===== config.mk =====
export PLATFORM = sky130hd
export DESIGN_NAME = clk_pwrdn_seq
export DESIGN_NICKNAME = d
export VERILOG_FILES = /design/src/rtl/clk_pwrdn_pkg.sv /design/src/rtl/clk_pwrdn_sync.sv /design/src/rtl/clk_pwrdn_gate.sv /design/src/rtl/clk_pwrdn_settle.sv /design/src/rtl/clk_pwrdn_seq.sv
export SDC_FILE = /design/constraint.sdc
export NUM_CORES = 1
export LEC_CHECK = 0
export ABC_AREA = 1
export BUFFER_PORTS_ARGS = -buffer_cell sky130_fd_sc_hd__buf_4
export CAP_MARGIN = 30
export CORE_AREA = 2 2 42 44
export CTS_CLUSTER_SIZE = 25
export DETAILED_ROUTE_END_ITERATION = 7
export DIE_AREA = 0 0 44 46
export GPL_TIMING_DRIVEN = 0
export PLACE_DENSITY = 0.61
export SLEW_MARGIN = 20
export SYNTH_ARGS = -nofsm -noshare
export SYNTH_HDL_FRONTEND = slang
export SYNTH_SLANG_ARGS = --single-unit

===== constraint.sdc =====
create_clock -name clk -period 1.3 [get_ports clk]
set_input_delay 0.065 -clock clk [delete_from_list [all_inputs] [get_ports clk]]
set_output_delay 0.065 -clock clk [all_outputs]
set_load 0.05 [all_outputs]

===== src/rtl/clk_pwrdn_pkg.sv =====
// Shared types for the clock power-down sequencer.
package clk_pwrdn_pkg;

    // Sequencer states: normal running, closing gates, shut down, settling.
    typedef enum logic [1:0] {
        ST_RUN      = 2'd0,
        ST_GATE_LOW = 2'd1,
        ST_OFF      = 2'd2,
        ST_SETTLE   = 2'd3
    } pd_state_e;

    // Index of each controlled clock group inside the group vectors.
    localparam int unsigned GRP_CPU  = 0;
    localparam int unsigned GRP_PCI  = 1;
    localparam int unsigned NUM_GRPS = 2;

endpackage


===== src/rtl/clk_pwrdn_sync.sv =====
// Multi-bit level synchronizer for asynchronous active-low control pins.
// Assumes each bit is an independent level (no bus coherence needed) and
// that the idle value of every input is high, so reset loads all ones.
module clk_pwrdn_sync #(
    parameter int WIDTH  = 3,
    parameter int STAGES = 2
) (
    input  logic             clk,
    input  logic             rst_n,
    input  logic [WIDTH-1:0] async_i,
    output logic [WIDTH-1:0] sync_o
);

    logic [WIDTH-1:0] stage_q [STAGES];

    // Shift the sampled pins through the flop chain.
    always_ff @(posedge clk) begin
        if (!rst_n) begin
            for (int i = 0; i < STAGES; i++) begin
                stage_q[i] <= '1;
            end
        end else begin
            stage_q[0] <= async_i;
            for (int i = 1; i < STAGES; i++) begin
                stage_q[i] <= stage_q[i-1];
            end
        end
    end

    assign sync_o = stage_q[STAGES-1];

endmodule


===== src/rtl/clk_pwrdn_gate.sv =====
// Gate-enable register for one clock group.
// Assumes src_i is the group's source clock phase, updated on core edges.
// The enable is only reloaded when the source was low, so the AND of
// source and enable never yields a partial high pulse.
module clk_pwrdn_gate (
    input  logic clk,
    input  logic rst_n,
    input  logic src_i,
    input  logic allow_i,
    output logic gate_o
);

    logic gate_q;

    // Follow the allow request, but only during a low source phase.
    always_ff @(posedge clk) begin
        if (!rst_n) begin
            gate_q <= 1'b0;
        end else if (!src_i) begin
            gate_q <= allow_i;
        end
    end

    assign gate_o = gate_q;

    // the enable moves only after an edge where the source was low.
    a_r2_change_on_low: assert property (@(posedge clk) disable iff (!rst_n)
        (gate_q != $past(gate_q)) |-> !$past(src_i));

endmodule


===== src/rtl/clk_pwrdn_settle.sv =====
// Settle interval counter used on power-down exit.
// Assumes CYCLES >= 2. While en is high it counts up once per core cycle
// and holds at the last value; done marks that last cycle.
module clk_pwrdn_settle #(
    parameter int CYCLES = 40
) (
    input  logic clk,
    input  logic rst_n,
    input  logic en,
    output logic done
);

    localparam int CW = (CYCLES > 2) ? $clog2(CYCLES) : 1;
    localparam logic [CW-1:0] LAST = CW'(CYCLES - 1);

    logic [CW-1:0] cnt_q;

    // Count settle cycles; clear whenever the settle phase is not active.
    always_ff @(posedge clk) begin
        if (!rst_n) begin
            cnt_q <= '0;
        end else if (!en) begin
            cnt_q <= '0;
        end else if (cnt_q != LAST) begin
            cnt_q <= cnt_q + 1'b1;
        end
    end

    assign done = en && (cnt_q == LAST);

    // while settling and not finished, the count advances by one.
    a_r6_count_steps: assert property (@(posedge clk) disable iff (!rst_n)
        (en && !done) |=> (!en || (cnt_q == $past(cnt_q) + 1'b1)));

endmodule


===== src/rtl/clk_pwrdn_seq.sv =====
// Clock power-down sequencer top.
// Synchronizes the power-down and group-stop pins, closes the CPU and PCI
// gates on low source phases, then raises the PLL and oscillator shutdown
// enables. On release it waits SETTLE_CYCLES before gates may reopen.
// Assumes cpu_src and pci_src are free-running phases in the clk domain.
module clk_pwrdn_seq #(
    parameter int SETTLE_CYCLES = 40,
    parameter int SYNC_STAGES   = 2
) (
    input  logic clk,
    input  logic rst_n,
    input  logic cpu_src,
    input  logic pci_src,
    input  logic pd_n,
    input  logic cpu_stop_n,
    input  logic pci_stop_n,
    output logic cpu_gate_en,
    output logic pci_gate_en,
    output logic ref_en,
    output logic pll_off,
    output logic osc_off
);

    import clk_pwrdn_pkg::*;

    localparam int NPINS = NUM_GRPS + 1;

    logic [NPINS-1:0]    pins_sync;
    logic                pd_req;
    logic [NUM_GRPS-1:0] stop_req;
    logic [NUM_GRPS-1:0] src_vec;
    logic [NUM_GRPS-1:0] gate_vec;
    logic                run_allow;
    logic                settle_done;
    logic                pwr_off;
    pd_state_e           state_q;
    pd_state_e           state_d;

    // Bring all three asynchronous pins into the core domain.
    clk_pwrdn_sync #(.WIDTH(NPINS), .STAGES(SYNC_STAGES)) u_sync (
        .clk     (clk),
        .rst_n   (rst_n),
        .async_i ({pci_stop_n, cpu_stop_n, pd_n}),
        .sync_o  (pins_sync)
    );

    assign pd_req             = ~pins_sync[0];
    assign stop_req[GRP_CPU]  = ~pins_sync[1 + GRP_CPU];
    assign stop_req[GRP_PCI]  = ~pins_sync[1 + GRP_PCI];
    assign src_vec[GRP_CPU]   = cpu_src;
    assign src_vec[GRP_PCI]   = pci_src;

    // Gates may be open only in normal running with no pending request.
    assign run_allow = (state_q == ST_RUN) && !pd_req;

    for (genvar g = 0; g < NUM_GRPS; g++) begin : g_grp
        clk_pwrdn_gate u_gate (
            .clk     (clk),
            .rst_n   (rst_n),
            .src_i   (src_vec[g]),
            .allow_i (run_allow && !stop_req[g]),
            .gate_o  (gate_vec[g])
        );
    end

    clk_pwrdn_settle #(.CYCLES(SETTLE_CYCLES)) u_settle (
        .clk   (clk),
        .rst_n (rst_n),
        .en    (state_q == ST_SETTLE),
        .done  (settle_done)
    );

    // Next-state decode of the power-down sequence.
    always_comb begin
        state_d = state_q;
        unique case (state_q)
            ST_RUN:      if (pd_req) state_d = ST_GATE_LOW;
            ST_GATE_LOW: if (gate_vec == '0) state_d = ST_OFF;
            ST_OFF:      if (!pd_req) state_d = ST_SETTLE;
            ST_SETTLE: begin
                if (pd_req)           state_d = ST_OFF;
                else if (settle_done) state_d = ST_RUN;
            end
            default:     state_d = ST_RUN;
        endcase
    end

    // Sequencer state register.
    always_ff @(posedge clk) begin
        if (!rst_n) begin
            state_q <= ST_RUN;
        end else begin
            state_q <= state_d;
        end
    end

    assign pwr_off     = (state_q == ST_OFF);
    assign pll_off     = pwr_off;
    assign osc_off     = pwr_off;
    assign ref_en      = run_allow;
    assign cpu_gate_en = gate_vec[GRP_CPU];
    assign pci_gate_en = gate_vec[GRP_PCI];

    // shutdown enables never coexist with an open group gate.
    a_r3_off_gates_low: assert property (@(posedge clk) disable iff (!rst_n)
        osc_off |-> (!cpu_gate_en && !pci_gate_en));

    // once shut down, a held request keeps the oscillator off.
    a_r5_off_held: assert property (@(posedge clk) disable iff (!rst_n)
        (osc_off && pd_req) |=> osc_off);

    // outside normal running no gate may open, whatever the stop pins do.
    a_r7_no_open_when_down: assert property (@(posedge clk) disable iff (!rst_n)
        (state_q != ST_RUN) |=> (!$rose(cpu_gate_en) && !$rose(pci_gate_en)));

    // a request during settle sends the sequence back to shutdown.
    a_r9_settle_reentry: assert property (@(posedge clk) disable iff (!rst_n)
        (state_q == ST_SETTLE && pd_req) |=> (state_q == ST_OFF));

endmodule


==> impl_metrics.csv <==
group,metric,value,unit
run_status,status,"completed",
clock_network,tritoncts,"done",
detailed_routing,ant_nets,0,
detailed_routing,drtIter0Drc,4,
clock_network,path_clk_slew,0.09,ns
synthesis,synth_nets,92,
setup_path,cp_max_fo,6,
cells_and_area,drive_above_1_share,31.1,%
global_routing,grt_pass1_vias,501,
timing,setup_viol,0,
setup_path,critical_path_arrival,1.15,ns
power_and_ir_drop,power.leakage,0.000378,uW
power_and_ir_drop,pwr_density_cell,1440,mW/mm^2
power_and_ir_drop,power.switching,413,uW
synthesis,synth_warnings,0,
synthesis,synth_top_family_by_area,"simple AND/OR/NAND/NOR gates",
setup_path,start_kind,"flop",
clock_network,cts_root_buf,"clkbuf_4",
synthesis,synthCells,84,
synthesis,synth_top_cell_area_share,49.2,%
cells_and_area,nNetsFinal,112,
detailed_routing,routed_wl,1.23,mm
setup_path,end_kind,"output pin",
power_and_ir_drop,power_frac_comb,28.5,%
setup_path,reg2reg_from,"u_settle.cnt_q[0]",
power_and_ir_drop,power,1230,uW
floorplanning,row_count,15,
synthesis,synth_cell_type_count,17,
global_routing,grt_overflow,0,
power_and_ir_drop,p_int,816,uW
clock_network,clk_latency,0.29,ns
synthesis,ys_ff_latch,16,
detailed_routing,wire_per_inst,10.2,um
detailed_routing,route.detailed.drc,0,
synthesis,synth_compound_area_share,3.85,%
power_and_ir_drop,p_seq_share,44.5,%
synthesis,synth_xor_xnor_area_share,4.04,%
floorplanning,die_x,44,um
timing,setup_slack,0.0897,ns
worst_hold_path,hold_path_class,"primary input to flop",
synthesis,synth_seq_area_share,49.2,%
timing,finClkSkew,0.00103,ns
setup_path,path_class,"flop to output pin",
global_routing,grt_max_degree,10,
setup_path,startpoint,"state_q[0]",
cells_and_area,synthToLayoutAreaGrowth,31.3,%
synthesis,ys_top_cells_by_count,"dfxtp_1 (16), nor2_1 (16), nand2_1 (14)",
floorplanning,core,0.00161,sq mm
cells_and_area,num-fill-cells,158,
timing,max_freq,0.826,GHz
power_and_ir_drop,swShare,33.6,%
placement,portBuffers,11,
timing,max_slew_margin,83.7,%
synthesis,synthArstFlopShare,0,%
floorplanning,die_area,0.00202,sq mm
power_and_ir_drop,ir_drop,0.782,mV
placement,hpwl,837,um
setup_path,crit_required,1.24,ns
global_routing,antenna_found_initial,0,
timing,finalMaxSlewViolations,0,
global_routing,grt_pass1_wl,1.95,mm
synthesis,syn_area_per_cell,7.75,sq um
placement,gp_congestion,0.860,
timing,period_minus_slack,1.21,ns
timing,fin_crit_sh,93.1,%
synthesis,synth_top_area_cell,"dfxtp_1",
timing,worst_pin_slew,0.245,ns
timing,hold_viol_final,0,
clock_network,cts.path.max_buffers,2,
clock_network,htreeDepth,1,
flow_run,maxCapViolCount,0,
floorplanning,start_util,40.3,%
clock_network,clock-sinks,16,
detailed_routing,first_pass_iters,2,
detailed_routing,vias,563,
floorplanning,die_h,46,um
global_routing,track_usage,13.7,%
placement,dpl_worst_slack,-0.00687,ns
power_and_ir_drop,power_frac_clock,27.0,%
synthesis,synth.area.mux_share,0,%
synthesis,synthesis.area,651,sq um
synthesis,synthFlopType,"dfxtp_1",
timing,holdWs,0.0175,ns
detailed_routing,routed_via_density,4.69,
synthesis,synth_fa_ha_area_share,1.92,%
synthesis,yosys-top-cells-area,"dfxtp_1 (49%), nor2_1 (9.2%), nand2_1 (8.1%), or2_2 (5.8%), nand3_1 (4.6%)",
synthesis,synth_edf_count,0,
cells_and_area,diodes,0,
synthesis,synth_simple_gate_area_share,34.6,%
clock_network,cts_buffers,3,
floorplanning,ios,12,
worst_hold_path,min_from,"cpu_src",
==> cell type report <==
type	instances	area (sq um)	share of cell area [%]
flip-flops and latches	16	325	38.1
plain buffers	1	7.51	0.878
clock buffers	4	36.3	4.25
multi-input cells	58	307	35.9
well taps	17	21.3	2.49
repair buffers	15	124	14.5
inverters	9	33.8	3.95
==> kinds of logic after synthesis <==
family,count (synthesis)
buffers and inverters,10
DFF,16
xor gates and xnor gates,3
and+or+nand+nor,49
adders and majority gates,1
AOI/OAI and AO/OA,5
==> flip-flops by register name, indices dropped and copies added (netlist names) <==
signal and flops:
u_sync.stage_q 6, g_grp.u_gate.gate_o 2, state_q 2, u_settle.cnt_q 6
==> through the flow <==
stage | TNS (ns) | instances | instance area [sq um] | util (%)
3_3_place_gp | 0 | 112 | 757 | 46.9
4_1_cts | 0 | 119 | 827 | 51.2
5_1_grt | -0.00323 | 120 | 855 | 52.9
3_5_place_dp | -0.00687 | 112 | 757 | 46.9
2_1_floorplan | 0 | 84 | 653 | -
6_report | 0 | 120 | 855 | 52.9
==> worst paths after layout <==
check / end / slack (ns) / cells after the start
setup / recovery: ref_en / 0.09 / 4
hold / removal: g_grp[0].u_gate.gate_o / 0.02 / 3
setup reg to reg: state_q[0] / 0.12 / 8
hold reg to reg: u_sync.stage_q[0][5] / 0.42 / 1
==> critical path, cell delays in order (launching register included) <==
cell	delay, ns
dfxtp_1	0.37
nor2_1	0.16
nand2_2	0.08
inv_2	0.09
buf_6	0.16
==> repair_timing <==
action	4_1_cts	5_1_grt
setup buffers	0	1
hold buffers	3	0
resized for setup	2	5
hold endpoints to repair	3	0
pin swaps	0	1
setup endpoints to repair	2	4
==> power groups by stage <==
stage	clock, uW	sequential (uW)	combinational, uW
CTS	335	548	342
floorplan	0	583	216
global placement	0	559	328
finish	331	548	350
global route	364	551	378
detailed placement	0	559	331
==> layout by cell type (no fill, tap or decap), types with 3 or more instances in the layout <==
cell type / instances
nor2_1: 14
nand2_1: 14
dfxtp_1: 14
buf_4: 12
inv_1: 8
or2_2: 6
nand3_1: 6
a21oi_1: 5
nor2_2: 3
clkbuf_4: 3
dlygate4sd3_1: 3
==> routing by layer <==
layer	track usage, %	vias up	routed length (um)
li1	-	298	-
met1	14.9	250	563
met2	21.2	10	592
met3	4.76	5	45
met4	11.5	0	26
met5	0	-	0
No activity file was read; power rests on OpenSTA's default activity.
